### config.mk
export PLATFORM = sky130hd
export DESIGN_NAME = tconv_ctrl
export DESIGN_NICKNAME = d
export VERILOG_FILES = /design/src/rtl/tconv_pkg.sv /design/src/rtl/tconv_cfg.sv /design/src/rtl/tconv_seq.sv /design/src/rtl/tconv_mask.sv /design/src/rtl/tconv_ctrl.sv
export SDC_FILE = /design/constraint.sdc
export NUM_CORES = 1
export LEC_CHECK = 0
export ABC_AREA = 1
export BUFFER_PORTS_ARGS = -buffer_cell sky130_fd_sc_hd__buf_2
export CORE_UTILIZATION = 50
export CTS_CLUSTER_DIAMETER = 30
export DETAILED_ROUTE_END_ITERATION = 6
export PLACE_DENSITY = 0.76
export SYNTH_ARGS = -nofsm -noshare
export SYNTH_HDL_FRONTEND = slang
export SYNTH_SLANG_ARGS = --single-unit
### constraint.sdc
create_clock -name clk -period 1.65 [get_ports clk]
set_input_delay 0.2475 -clock clk [delete_from_list [all_inputs] [get_ports clk]]
set_output_delay 0.2475 -clock clk [all_outputs]
set_load 0.01 [all_outputs]
### src/rtl/tconv_pkg.sv
package tconv_pkg;

  typedef enum logic [1:0] {
    RES14 = 2'b00,
    RES12 = 2'b01,
    RES13 = 2'b10,
    RES11 = 2'b11
  } res_code_e;

  typedef enum logic [1:0] {
    PH_IDLE,
    PH_CONV,
    PH_SETTLE
  } phase_e;

  localparam int unsigned SETTLE_TENTHS = 150;
  localparam int unsigned MAX_TENTHS    = 150;
  localparam logic [7:0]  CFG_RESET     = 8'h3A;
  localparam logic [4:0]  RSVD_PATTERN  = 5'b11101;

  function automatic int unsigned res_bits(res_code_e r);
    case (r)
      RES14:   return 14;
      RES13:   return 13;
      RES12:   return 12;
      default: return 11;
    endcase
  endfunction

  function automatic int unsigned res_tenths(res_code_e r);
    case (r)
      RES14:   return 108;
      RES13:   return 62;
      RES12:   return 38;
      default: return 24;
    endcase
  endfunction

endpackage

### src/rtl/tconv_cfg.sv
module tconv_cfg
  import tconv_pkg::*;
(
  input  logic      clk,
  input  logic      rst_n,
  input  logic      wr_en,
  input  logic [7:0] wr_data,
  input  logic      soft_reset,
  input  logic      supply_low,
  output logic [7:0] rd_data,
  output res_code_e res_sel
);

  res_code_e res_q, res_d;
  logic      res_en;
  logic      unused_wr_bits;

  assign unused_wr_bits = ^wr_data[6:1];

  always_comb begin
    res_en = soft_reset | wr_en;
    res_d  = res_q;
    if (soft_reset)
      res_d = res_code_e'({CFG_RESET[7], CFG_RESET[0]});
    else if (wr_en)
      res_d = res_code_e'({wr_data[7], wr_data[0]});
  end

  always_ff @(posedge clk or negedge rst_n) begin
    if (!rst_n)
      res_q <= res_code_e'({CFG_RESET[7], CFG_RESET[0]});
    else if (res_en)
      res_q <= res_d;
  end

  assign res_sel = res_q;
  assign rd_data = {res_q[1], supply_low, RSVD_PATTERN, res_q[0]};

  // a plain write lands in the stored code
  a_r2_write_stores: assert property (@(posedge clk) disable iff (!rst_n)
    (wr_en && !soft_reset) |=> (res_sel == res_code_e'({$past(wr_data[7]), $past(wr_data[0])})));

endmodule

### src/rtl/tconv_seq.sv
module tconv_seq
  import tconv_pkg::*;
#(
  parameter int unsigned TICKS_PER_TENTH = 10000
) (
  input  logic      clk,
  input  logic      rst_n,
  input  logic      start,
  input  logic      soft_reset,
  input  res_code_e res_sel,
  output logic      busy,
  output logic      settling,
  output logic      done,
  output logic      conv_end,
  output res_code_e res_held
);

  localparam int unsigned CNT_MAX = MAX_TENTHS * TICKS_PER_TENTH;
  localparam int unsigned CNT_W   = $clog2(CNT_MAX + 1);

  phase_e          ph_q, ph_d;
  logic [CNT_W-1:0] cnt_q, cnt_d;
  res_code_e       held_q, held_d;
  logic            done_d;
  logic            zero;

  assign zero = (cnt_q == '0);

  always_comb begin
    ph_d     = ph_q;
    cnt_d    = cnt_q;
    held_d   = held_q;
    conv_end = 1'b0;
    if (soft_reset) begin
      ph_d  = PH_SETTLE;
      cnt_d = CNT_W'(SETTLE_TENTHS * TICKS_PER_TENTH - 1);
    end else begin
      case (ph_q)
        PH_IDLE: if (start) begin
          ph_d   = PH_CONV;
          held_d = res_sel;
          cnt_d  = CNT_W'(res_tenths(res_sel) * TICKS_PER_TENTH - 1);
        end
        PH_CONV: if (zero) begin
          ph_d     = PH_IDLE;
          conv_end = 1'b1;
        end else begin
          cnt_d = cnt_q - 1'b1;
        end
        PH_SETTLE: if (zero) ph_d = PH_IDLE;
                   else       cnt_d = cnt_q - 1'b1;
        default: ph_d = PH_IDLE;
      endcase
    end
    done_d = conv_end;
  end

  always_ff @(posedge clk or negedge rst_n) begin
    if (!rst_n) begin
      ph_q   <= PH_IDLE;
      cnt_q  <= '0;
      held_q <= RES14;
      done   <= 1'b0;
    end else begin
      ph_q   <= ph_d;
      cnt_q  <= cnt_d;
      held_q <= held_d;
      done   <= done_d;
    end
  end

  assign busy     = (ph_q == PH_CONV);
  assign settling = (ph_q == PH_SETTLE);
  assign res_held = held_q;

  // completion pulse lasts one cycle
  a_r6_done_single: assert property (@(posedge clk) disable iff (!rst_n)
    done |=> !done);
  // a start during a running interval does not cut it short
  a_r7_start_ignored: assert property (@(posedge clk) disable iff (!rst_n)
    (busy && start && !soft_reset && !zero) |=> busy);
  // soft reset aborts and enters settling
  a_r8_reset_aborts: assert property (@(posedge clk) disable iff (!rst_n)
    soft_reset |=> (!busy && settling && !done));
  // precision stays fixed while a conversion runs
  a_r9_held_stable: assert property (@(posedge clk) disable iff (!rst_n)
    (busy && $past(busy)) |-> $stable(res_held));

endmodule

### src/rtl/tconv_mask.sv
module tconv_mask
  import tconv_pkg::*;
#(
  parameter int unsigned DATA_W = 16
) (
  input  logic              clk,
  input  logic              rst_n,
  input  logic              capture,
  input  res_code_e         res_sel,
  input  logic [DATA_W-1:0] raw,
  output logic [DATA_W-1:0] result
);

  localparam int unsigned ALWAYS_ZERO = 2;

  logic [DATA_W-1:0] masked;
  logic [DATA_W-1:0] result_q;
  int unsigned       keep;

  assign keep = res_bits(res_sel);

  for (genvar i = 0; i < DATA_W; i++) begin : g_bit
    if (i < ALWAYS_ZERO) begin : g_zero
      assign masked[i] = 1'b0;
    end else begin : g_keep
      assign masked[i] = raw[i] & (i >= (DATA_W - keep));
    end
  end

  always_ff @(posedge clk or negedge rst_n) begin
    if (!rst_n)
      result_q <= '0;
    else if (capture)
      result_q <= masked;
  end

  assign result = result_q;

endmodule

### src/rtl/tconv_ctrl.sv
module tconv_ctrl
  import tconv_pkg::*;
#(
  parameter int unsigned TICKS_PER_TENTH = 10000,
  parameter int unsigned DATA_W          = 16
) (
  input  logic              clk,
  input  logic              rst_n,
  input  logic              cfg_wr_en,
  input  logic [7:0]        cfg_wr_data,
  output logic [7:0]        cfg_rd_data,
  input  logic              supply_low,
  input  logic              start,
  input  logic              soft_reset,
  input  logic [DATA_W-1:0] adc_raw,
  output logic              busy,
  output logic              settling,
  output logic              done,
  output logic [DATA_W-1:0] result
);

  res_code_e res_sel;
  res_code_e res_held;
  logic      conv_end;

  tconv_cfg u_cfg (
    .clk        (clk),
    .rst_n      (rst_n),
    .wr_en      (cfg_wr_en),
    .wr_data    (cfg_wr_data),
    .soft_reset (soft_reset),
    .supply_low (supply_low),
    .rd_data    (cfg_rd_data),
    .res_sel    (res_sel)
  );

  tconv_seq #(.TICKS_PER_TENTH(TICKS_PER_TENTH)) u_seq (
    .clk        (clk),
    .rst_n      (rst_n),
    .start      (start),
    .soft_reset (soft_reset),
    .res_sel    (res_sel),
    .busy       (busy),
    .settling   (settling),
    .done       (done),
    .conv_end   (conv_end),
    .res_held   (res_held)
  );

  tconv_mask #(.DATA_W(DATA_W)) u_mask (
    .clk     (clk),
    .rst_n   (rst_n),
    .capture (conv_end),
    .res_sel (res_held),
    .raw     (adc_raw),
    .result  (result)
  );

  // status bit follows the supply input
  a_r3_status_bit: assert property (@(posedge clk) disable iff (!rst_n)
    cfg_rd_data[6] == supply_low);
  // reserved field is fixed
  a_r4_rsvd_fixed: assert property (@(posedge clk) disable iff (!rst_n)
    cfg_rd_data[5:1] == 5'b11101);
  // two lowest result bits never set
  a_r5_low_bits_zero: assert property (@(posedge clk) disable iff (!rst_n)
    result[1:0] == 2'b00);
  // done only ends a conversion
  a_r6_done_after_busy: assert property (@(posedge clk) disable iff (!rst_n)
    done |-> ($past(busy) && !busy));
  // soft reset restores the configuration byte
  a_r8_cfg_restored: assert property (@(posedge clk) disable iff (!rst_n)
    soft_reset |=> ({cfg_rd_data[7], cfg_rd_data[0]} == 2'b00));

endmodule

; ---- Yosys cells after proc, flatten, opt, wreduce, memory -nomap -nowiden
; Index checks and enable logic that the tools add are counted.
; W data, S select, Z words.
[word_totals]
reg_bits = 42
in_bits = 30
output_inout_bits = 27
word_cells = 78
[op_classes]
n_addsub = 3
n_mul = 1
magnitude_cmp = 14
n_eq_ne = 9
muxes = 18
n_bitwise = 16
reduce_logical = 11
[op_table]
columns = cell, n
row1 = $ge A4 B32 Y1 const A, 8
row2 = $ge A3 B32 Y1 const A, 4
row3 = $mux W32, 3
row4 = $ge A2 B32 Y1 const A, 2
row5 = $mux W21, 3
row6 = $pmux W21 S2, 1
row7 = $sub A21 B1 Y21 const B, 2
row8 = $mul A32 B10 Y17 const B, 1
row9 = $logic_not A21 Y1, 1
row10 = $pmux W7 S3, 1
row11 = $and A1 B1 Y1, 14
row12 = $mux W2, 5
row13 = $pmux W3 S3, 1
row14 = $eq A2 B1 Y1 const B, 3
row15 = $eq A2 B2 Y1 const B, 3
row16 = $logic_not A2 Y1, 3
row17 = $ne A3 B3 Y1 const B, 2
row18 = $reduce_and A3 Y1, 2
row19 = $sub A5 B4 Y6 const A, 1
row20 = $pmux W2 S2, 1
row21 = $reduce_and A2 Y1, 2
row22 = $mux W1, 3
row23 = $ne A3 B1 Y1 const B, 1
row24 = $reduce_bool A3 Y1, 1
row25 = other kinds (4), 4

; ---- Depth between registers and ports, before layout
; Gate-level depths: netlist of run 1.
[depth]
word_depth = 10
mapped_depth = 13
ltp_nobuf = 13

; ---- Modules after synthesis
; From an unflattened synthesis of run 1, not the netlist that was laid out.
[unflattened]
hier_cells = 418
hier_area_um2 = 2922.8
[by_module_without_submodules]
columns = module, instances, cells_per_inst, area_per_inst_um2, seq_area_each_um2
row1 = tconv_seq, 1, 324, 2143.3, 650.6
row2 = tconv_mask, 1, 74, 626.9, 350.3
row3 = tconv_cfg, 1, 20, 152.6, 50.0

; ---- Worst setup path before layout of run 1
; No wires, ideal clock.
[synth_path]
path_type = register to register
from = register u_cfg.res_q[0], in the netlist u_cfg.res_sel[0]
to = register u_seq.cnt_q[15]
setup_ns = 0.117
t_arrival_ns = 1.688
required_ns = 1.533
slack_ns = -0.156
stages_incl_launch_ff = 13
path_buffers = 0
period_less_slack_ns = 1.806
path_cell_list = dfrtp_1 > inv_1 > ha_1 > ha_1 > nand2_1 > nand2_1 > nand2_1 > nand2_1 > nand2_1 > o21ai_0 > nand3_1 > nand3_1 > nand2_1
[synth_via]
elab_chain_cells = 10
elab_cells_between_ends = 12
classes_between = 1 x add/sub / 1 x mul / 2 x eq/ne / 7 x mux / 1 x reduce/logical
[synth_rtl]
columns = item, line_no
row1 = "start, declared", tconv_cfg.sv:14  ; res_code_e res_q, res_d;
row2 = "start signal, assigned", tconv_cfg.sv:31  ; res_q <= res_code_e'({CFG_RESET[7], CFG_RESET[0]});
row3 = "start signal, assigned", tconv_cfg.sv:33  ; res_q <= res_d;
row4 = $eq A2 B1 Y1 (tied with other cells), tconv_pkg.sv:31  ; case (r)
row5 = $pmux W7 S3 (*), tconv_pkg.sv:31
row6 = $mux W32 (*), tconv_seq.sv:39  ; PH_IDLE: if (start) begin
row7 = $mux W32 (*), tconv_seq.sv:38  ; case (ph_q)
row8 = $mux W32 (*), tconv_seq.sv:34  ; if (soft_reset) begin
row9 = $mul A32 B10 Y17 (*), tconv_seq.sv:42  ; cnt_d = CNT_W'(res_tenths(res_sel) * TICKS_PER_TENTH - 1);
row10 = $sub A21 B1 Y21 (*), tconv_seq.sv:42
row11 = $mux W21 (*), tconv_seq.sv:39
row12 = $pmux W21 S2 (*), tconv_seq.sv:38
row13 = $mux W21 (*), tconv_seq.sv:34
row14 = "end signal, assigned", tconv_seq.sv:66  ; cnt_q <= cnt_d;
row15 = "end, declared", tconv_seq.sv:22  ; logic [CNT_W-1:0] cnt_q, cnt_d;
; Mark *: on every way between the ends. The rest lies on a longest branch, timed or not. The select of a mux whose other input is x is not followed.
; A chain may end at the register's enable or synchronous reset.

; ---- Worst setup path in the final report of run 1
[layout_path]
from = register u_cfg.res_q[1], in the netlist u_cfg.res_sel[1]
to = register u_seq.cnt_q[15]
; The elaborated chain is that of the path after synthesis.

==> metrics.cfg, run 1 <==
[status]
outcome=finished, violations left
violations=negative setup slack

[global_route]
grt_max_degree=24
antenna_found_initial=0
grt_first_pass_wirelength_um=12200
grt_overflow_total=0
grt_usage_pct=25.4
first_global_vias=2802

[timing]
period_minus_slack_ns=1.67
max_freq_ghz=0.600
maxSlewViolCount=0
clock_skew_ns=0.00761
setup_viol_count_final=2
rsz0062_at_grt=true
fin_ws_ns=-0.0170
finalHoldViolCount=0
fin_crit_sh_pct=101

[floorplan]
die_w_um=78.5
core_mm2=0.00557
rows=27
initial_core_util_pct=52.5
die_y_um=78.5
io-pin-count=57
dieArea_mm2=0.00617

[hold_path]
min_from=adc_raw[13]
hp-class=in -> reg

[detailed_routing]
drt-pass1-iter-count=4
dr_total_vias=2944
wl_per_cell_um=13.7
vias_per_cell=5.17
wirelength_um=7770
drt_iter0_markers=158
drc=0
ant_nets=0

[critical_path]
crit_type=reg -> reg
start_kind=register
cp.required_ns=1.86
path_max_fanout=5
r2r_start=u_cfg.res_sel[1]
arrival_ns=1.88
crit_start=u_cfg.res_sel[1]
cp-end-kind=register

[logic_synthesis]
syn_inst=411
yosysUniqueCellTypes=30
synthesis.area_mm2=0.00293
synth-seq-cells=42
yosysSeqAreaShare_pct=35.9
synth.avg_cell_area_um2=7.13
synth_warnings=0

[layout]
nFillCells=451
mostFrequentLayoutCell=nand2_1
seq_area_mm2=0.00105
multi_input_area_mm2=0.00184
finish.instance_area_mm2=0.00394
syn_to_final_growth_pct=34.5
num_antenna_cells=0
final_cell_mix=nand2_1, dfrtp_1, buf_2
final-instance-count-excl-fill=569
drive_gt1_share_pct=34.4
nNetsFinal=545

[power]
power.total_mw=3.34
powerDensity_mw_per_mm2=849
p_leak_nw=2.07
peakVddDrop_mv=0.843

[clocking]
cts_buffers=5
clk_latency_ns=0.31
cts_max_level=2
clk_pin_slew_ns=0.09
cts_tree=done
clk_path_buf_depth=2
cts_root_buf=clkbuf_8
cts_sinks=42

[placed_design]
dpl.hpwl_um=5540
dp_slack_ns=-0.0831
placedInstanceArea_mm2=0.00348
port_buffers=39
dp.cells=551
place_congestion=0.932

[run]
cap_violations=0

[critical path, cell delays in order (launching register included)]
cell and delay [ns]:
dfrtp_2 0.48, inv_4 0.12, ha_4 0.14, inv_1 0.04
ha_1 0.17, inv_1 0.07, nand2_2 0.09, nor2_2 0.08
a21oi_1 0.07, nand3_1 0.11, nand3_2 0.09, nand3_2 0.07
nand2_1 0.04
[what timing repair did]
action	4_1_cts	5_1_grt
hold buffers	1	0
hold endpoints to repair	19	0
endpoints found under the setup margin	8	35
pin swaps	10	24
buffers inserted	1	6
gates cloned	0	2
resized for setup	12	63
[per-stage QoR]
| step | util (%) | setup TNS, ns | hold slack, ns |
|---|---|---|---|
| final | 70.7 | -0.0207 | 0.130 |
| after global routing | 70.7 | -0.716 | 0.128 |
| after CTS | 65.6 | -0.0211 | 0.133 |
| after detailed placement | 62.5 | -0.120 | 0.244 |
| after global placement | 62.5 | -0.0383 | 0.229 |
| after floorplan | - | -0.00689 | -0.0481 |
[layout make-up]
cell class                 instances  area share (%)
multi-input combinational        312            46.8
clock buffer                       5            1.75
sequential                        42            26.7
inverter                          46            4.64
timing repair buffer              89            17.2
clock inverter                     3           0.604
tap                               72            2.29
[sequential cells by signal (all words and copies together), names as in the netlist]
| name | flops |
|---|---|
| u_seq.cnt_q | 21 |
| u_mask.result | 14 |
| u_seq.res_held | 2 |
| u_seq.done | 1 |
| u_cfg.res_sel | 2 |
| u_seq.ph_q | 2 |
[power breakdown]
part	total (mW)	switching (mW)	internal (mW)
Clock	0.716	0.413	0.303
Sequential	1.33	0.155	1.17
Combinational	1.30	0.743	0.555
Total	3.34	1.31	2.03
[cell families (layout without fill, tap and decap cells)]
kind of cell    Yosys count  count (layout)  synth area share (%)
flops                    42              42                  35.9
compound gates           33              33                  6.02
other cells               2               7                 0.256
buf+inv                  62             143                  10.1
fa+ha+maj                19              19                  8.12
xor+xnor                  4               4                  1.20
simple gates            249             249                  38.4
[cells in the mapped netlist]
cell type | n | area, µm²
inv_2 | 4 | 15.0
nor2_2 | 5 | 31.3
nor2_1 | 38 | 143
nor3_4 | 1 | 16.3
buf_2 | 3 | 15.0
nand2_1 | 145 | 544
buf_6 | 2 | 22.5
o21ai_2 | 3 | 26.3
o21ai_1 | 6 | 30.0
buf_8 | 1 | 15.0
nand4_1 | 11 | 68.8
nand4_4 | 2 | 42.5
dfrtp_1 | 42 | 1050
xnor2_1 | 1 | 8.76
nand3b_1 | 4 | 30.0
inv_1 | 41 | 154
nand3_2 | 1 | 10.0
nand3_1 | 34 | 170
nor2_4 | 4 | 45.0
o21ai_0 | 18 | 90.1
buf_4 | 9 | 67.6
conb_1 | 2 | 7.51
or2_2 | 2 | 12.5
clkinv_1 | 1 | 3.75
a21oi_1 | 6 | 30.0
xor2_1 | 3 | 26.3
nand2_2 | 1 | 6.26
clkbuf_1 | 1 | 3.75
nor3_1 | 1 | 5.00
ha_1 | 19 | 238
[metal layers]
| layer | GRT usage [%] | up-vias | routed length (µm) |
|---|---|---|---|
| met4 | 10.2 | 0 | 238 |
| met5 | 0 | - | 0 |
| met2 | 45.6 | 86 | 3970 |
| met1 | 30.4 | 1380 | 3180 |
| met3 | 3.49 | 27 | 378 |
| li1 | - | 1451 | - |
[path summary, 6_finish.rpt]
check,to,slack (ns),cells past startpoint
min in group asynchronous,u_mask.result[10],0.42,2
min reg2reg,u_mask.result[7],0.48,2
max reg2reg,u_seq.cnt_q[15],-0.02,12
min,u_mask.result[13],0.13,3
max in group asynchronous,u_cfg.res_sel[1],0.71,3
max,u_seq.cnt_q[15],-0.02,12
No activity file was read; power rests on OpenSTA's default activity.
==> inputs of run 2 (changes only) <==
Settings changed: RECOVER_POWER set to 50.
==> metrics.cfg, run 2 (synthesis gave the netlist of run 1 again) <==
[layout]
final_cell_mix=nand2_1, dfrtp_1, buf_2
num_antenna_cells=0  ; unchanged
final_util_pct=70.3  ; -0.34 points
drive_gt1_share_pct=34.2  ; -0.20 points
finish.instance_area_mm2=0.00392  ; -0.48%
syn_to_final_growth_pct=33.8
largest_reg_flops=21  ; unchanged
mostFrequentLayoutCell=nand2_1
final-instance-count-excl-fill=569  ; unchanged
top_register=u_seq.cnt_q
nNetsFinal=545  ; unchanged

[critical_path]
r2r-end=u_seq.cnt_q[15]
start_kind=register
reg2reg_depth=12  ; unchanged
cpMaxStageDelayCell=dfrtp_2
cp_cell_sequence=buf_6, ha_2, inv_2, ha_1, inv_1, nand2_2, nor2_2, a21oi_1, nand3_1, nand3_2, nand3_2, nand2_1
ff2ff_setup_slack_ns=-0.02  ; about the same
arrival_ns=1.92  ; +0.04 ns
crit_type=reg -> reg
path_max_fanout=5  ; unchanged
critPathMaxStageDelay_ns=0.42  ; -0.06 ns
cp-end-kind=register
crit_family=simple AND/OR/NAND/NOR gates
cp.required_ns=1.90  ; +0.04 ns
r2r_start=u_cfg.res_sel[0]
crit_buf_inv=3  ; unchanged
crit_path_frequent_cell=nand3_2

[hold_path]
whs_path_depth=3  ; unchanged
min_from=adc_raw[13]
hold-path-endpoint=u_mask.result[13]
hp-class=in -> reg

[global_route]
grt_max_degree=24  ; unchanged
grt_overflow_total=0  ; unchanged
grt_usage_pct=25.4  ; unchanged
antenna_found_initial=0  ; unchanged
first_global_vias=2802  ; unchanged
grt_first_pass_wirelength_um=12200  ; unchanged

[floorplan]
rows=27  ; unchanged
die_w_um=78.5  ; unchanged
initial_core_util_pct=52.5  ; unchanged
core_mm2=0.00557  ; unchanged
die_y_um=78.5  ; unchanged
dieArea_mm2=0.00617  ; unchanged
io-pin-count=57  ; unchanged

[clocking]
cts_tree=done
clk_path_buf_depth=2  ; unchanged
cts_root_buf=clkbuf_8
cts_max_level=2  ; unchanged
clk_pin_slew_ns=0.09  ; about the same
clk_latency_ns=0.31  ; about the same
cts_sinks=42  ; unchanged
cts_buffers=5  ; unchanged

[status]
violations=negative setup slack
outcome=finished, violations left

[detailed_routing]
drt-pass1-iter-count=4  ; unchanged
wl_per_cell_um=13.6  ; -0.55%
dr_total_vias=2933  ; -0.37%
drt_iter0_markers=151  ; -4.4%
drc=0  ; unchanged
vias_per_cell=5.15  ; -0.37%
wirelength_um=7730  ; -0.55%
ant_nets=0  ; unchanged

[power]
p_leak_nw=2.06  ; -0.42%
peakVddDrop_mv=0.841  ; -0.20%
powerDensity_mw_per_mm2=850  ; +0.20%
power.total_mw=3.33  ; -0.28%

[run]
cap_violations=0  ; unchanged

[timing]
worstMarginPinSlew_ns=0.608
clock_skew_ns=0.00722  ; -0.000380 ns
relSlewSlack_pct=59.4
fin_ws_ns=-0.0159  ; +0.00113 ns
maxSlewViolCount=0  ; unchanged
rsz0062_at_grt=true
fin_crit_sh_pct=101  ; about the same
period_minus_slack_ns=1.67  ; -0.00113 ns
max_freq_ghz=0.600  ; about the same
setup_viol_count_final=2  ; unchanged
finalHoldViolCount=0  ; unchanged
tns_ns=-0.0214  ; -0.000725 ns
holdWs_ns=0.132  ; +0.00213 ns

[placed_design]
dpl.hpwl_um=5540  ; unchanged
placedInstanceArea_mm2=0.00348  ; unchanged
dp.cells=551  ; unchanged
place_congestion=0.932  ; unchanged
port_buffers=39  ; unchanged
dp_slack_ns=-0.0831  ; unchanged

==> run 2: cell types whose count changed in the layout (fill, tap and decap cells not counted) <==
cell / previous run / this run
clkbuf_2: 0 / 2
clkbuf_1: 0 / 1
buf_12: 4 / 3
buf_4: 38 / 37
buf_2: 39 / 38
==> run 2: tightest hold or removal path, stage by stage <==
cell and delay (ns):
buf_2 0.07, nand2_1 0.04, nand2_1 0.04
==> run 2: where the power goes <==
| group | internal [mW] | switching, mW | total (mW) |
|---|---|---|---|
| registers | 1.17 | 0.155 | 1.33 |
| logic | 0.550 | 0.742 | 1.29 |
| clock network | 0.303 | 0.410 | 0.713 |
| total | 2.03 | 1.31 | 3.33 |
==> run 2: metal layers <==
metal / vias to the layer above / track usage, % / share of wire, %
met5: - / 0 / 0
met4: 0 / 10.2 / 2.6
met3: 18 / 3.49 / 4.6
met2: 89 / 45.6 / 51
met1: 1376 / 30.4 / 41
li1: 1450 / - / -
==> run 2: area by class of cell <==
class / instances / area [µm²]
Timing Repair Buffer: 89 / 658
Sequential cell: 42 / 1050
Tap cell: 72 / 90.1
Multi-Input combinational cell: 312 / 1840
Fill cell: 455 / 1650
Inverter: 46 / 183
Clock inverter: 3 / 23.8
Clock buffer: 5 / 68.8
==> run 2: how the worst max path moves through the flow <==
stage                     slack, ns             start  cells after the start              end
after floorplan              -0.007  u_cfg.res_sel[0]                     12  u_seq.cnt_q[15]
after global placement        -0.04  u_cfg.res_sel[1]                     11  u_seq.cnt_q[15]
after detailed placement      -0.08  u_cfg.res_sel[1]                     11  u_seq.cnt_q[15]
after CTS                     -0.02  u_cfg.res_sel[0]                     12  u_seq.cnt_q[15]
after global routing          -0.11  u_cfg.res_sel[0]                     11  u_seq.cnt_q[12]
final                         -0.02  u_cfg.res_sel[0]                     12  u_seq.cnt_q[15]
==> run 2: what timing repair did <==
| item | CTS | global route |
|---|---|---|
| pin swaps | 10 | 24 |
| gates cloned | 0 | 2 |
| setup buffers | 1 | 6 |
| hold buffers | 1 | 0 |
| gates resized for setup | 12 | 63 |
| endpoints found under the hold margin | 19 | 0 |
| endpoints found under the setup margin | 8 | 35 |
==> inputs of run 3 (changes only) <==
Settings changed: BUFFER_PORTS_ARGS -buffer_cell sky130_fd_sc_hd__buf_2 to -buffer_cell sky130_fd_sc_hd__buf_4.
==> metrics.cfg, run 3 (synthesis gave the netlist of run 1 again) <==
[power]
power.total_mw=3.35  ; +0.35%
p_leak_nw=2.06  ; +0.20%
powerDensity_mw_per_mm2=830  ; -2.4%
peakVddDrop_mv=0.585  ; -30%

[floorplan]
core_mm2=0.00557  ; unchanged
initial_core_util_pct=52.5  ; unchanged
dieArea_mm2=0.00617  ; unchanged
die_y_um=78.5  ; unchanged
rows=27  ; unchanged
io-pin-count=57  ; unchanged
die_w_um=78.5  ; unchanged

[detailed_routing]
drt-pass1-iter-count=5  ; +1
drc=0  ; unchanged
ant_nets=0  ; unchanged
drt_iter0_markers=293  ; +94%
wl_per_cell_um=14.1  ; +3.8%
vias_per_cell=5.27  ; +2.2%
dr_total_vias=2988  ; +1.9%
wirelength_um=7990  ; +3.5%

[critical_path]
start_kind=register
ff2ff_setup_slack_ns=-0.03  ; about the same
path_max_fanout=8  ; +3
cp.required_ns=1.86  ; -0.04 ns
r2r-end=u_mask.result[7]
cp-end-kind=register
arrival_ns=1.88  ; -0.04 ns
reg2reg_depth=8  ; -4
crit_type=reg -> reg
r2r_start=u_seq.cnt_q[1]

[global_route]
antenna_found_initial=0  ; unchanged
first_global_vias=2786  ; -0.57%
grt_first_pass_wirelength_um=12300  ; +0.61%
grt_usage_pct=25.5  ; +0.032 points
grt_overflow_total=0  ; unchanged
grt_max_degree=43  ; +79%

[timing]
relSlewSlack_pct=25.8  ; -34 points
clock_skew_ns=0.00722  ; -0.000000780 ns
finalHoldViolCount=0  ; unchanged
setup_viol_count_final=5  ; +3
rsz0062_at_grt=true
fin_crit_sh_pct=102  ; +0.63 points
max_freq_ghz=0.597  ; -0.62%
fin_ws_ns=-0.0264  ; -0.0105 ns
maxSlewViolCount=0  ; unchanged
period_minus_slack_ns=1.68  ; +0.0105 ns
worstMarginPinSlew_ns=1.11  ; +0.504 ns

[hold_path]
hp-class=in -> reg
min_from=adc_raw[13]
hold-path-endpoint=u_mask.result[13]
whs_path_depth=3  ; unchanged

[run]
cap_violations=0  ; unchanged

[layout]
num_antenna_cells=0  ; unchanged
drive_gt1_share_pct=34.5  ; +0.34 points
syn_to_final_growth_pct=37.6
final_util_pct=72.3  ; +2.0 points
nFillCells=415  ; -8.8%
top_register=u_seq.cnt_q
final_cell_mix=nand2_1, buf_4, dfrtp_1
largest_reg_flops=21  ; unchanged
mostFrequentLayoutCell=nand2_1
nNetsFinal=543  ; -0.37%

[clocking]
clk_path_buf_depth=2  ; unchanged
clk_pin_slew_ns=0.09  ; about the same
cts_sinks=42  ; unchanged
cts_max_level=2  ; unchanged
clk_latency_ns=0.30  ; about the same
cts_tree=done
cts_root_buf=clkbuf_8
cts_buffers=5  ; unchanged

[status]
violations=negative setup slack
outcome=finished, violations left

[placed_design]
port_buffers=39  ; unchanged
dpl.hpwl_um=5540  ; about the same
place_congestion=0.952  ; +2.2%
dp_slack_ns=-0.0947  ; -0.0116 ns

run 3: changes by cell type in the layout (fill, tap and decap cells not counted), sizes merged:
cell	delta
clkbuf	-2
run 3: worst max-delay path, cell delays in order, from the launching register on:
cell	delay, ns
dfrtp_1	0.40
inv_2	0.12
ha_4	0.17
nand3_4	0.08
nor3_4	0.24
nand4_4	0.21
clkbuf_16	0.23
nand2_1	0.08
nand2_1	0.05
run 3: worst max-delay path by stage:
stage / from / end / slack (ns) / cells past startpoint
after floorplan: u_cfg.res_sel[0] / u_seq.cnt_q[15] / -0.007 / 12
after global placement: u_cfg.res_sel[1] / u_seq.cnt_q[12] / -0.03 / 13
after detailed placement: u_cfg.res_sel[1] / u_seq.cnt_q[12] / -0.09 / 13
after CTS: u_cfg.res_sel[1] / u_seq.cnt_q[12] / -0.01 / 13
after global routing: u_cfg.res_sel[1] / u_seq.cnt_q[15] / -0.15 / 12
final: u_seq.cnt_q[1] / u_mask.result[7] / -0.03 / 8
run 3: report_power, final:
part | total (mW) | switching (mW) | internal, mW | leakage (nW)
Combinational | 1.30 | 0.733 | 0.572 | 1.50
Clock | 0.713 | 0.410 | 0.303 | 0.0408
Sequential | 1.33 | 0.154 | 1.17 | 0.523
Total | 3.35 | 1.30 | 2.05 | 2.06
run 3: area by class of cell:
type                       count  area (µm²)  area share [%]
multi-input combinational    312        1890            46.8
clock inverter                 3        23.8           0.590
sequential                    42        1050            26.1
inverter                      46         185            4.59
tap                           72        90.1            2.24
timing repair buffer          87         722            17.9
clock buffer                   5        68.8            1.71
run 3: what timing repair did:
action                                  CTS  global route
hold endpoints to repair                 42             0
gates resized for setup                   4            80
gates cloned                              0             3
endpoints found under the setup margin    8            35
hold buffers                              1             0
setup buffers                             2             3
pin swaps                                 0            26
run 3: layer usage:
layer,up-vias,track usage (%),wire length (µm)
li1,1450,-,-
met1,1417,31.1,3400
met2,100,43.1,4080
met3,21,5.12,332
met4,0,11.3,184
met5,-,0,0
run 3: through the flow:
step                      area, µm²  instances  hold WS (ns)  setup TNS (ns)
after floorplan                2970        416       -0.0481        -0.00689
after global placement         3550        550         0.268         -0.0494
after detailed placement       3550        550         0.275          -0.186
after CTS                      3680        561         0.126         -0.0134
after global routing           4030        567         0.127           -1.17
final                          4030        567         0.137         -0.0456
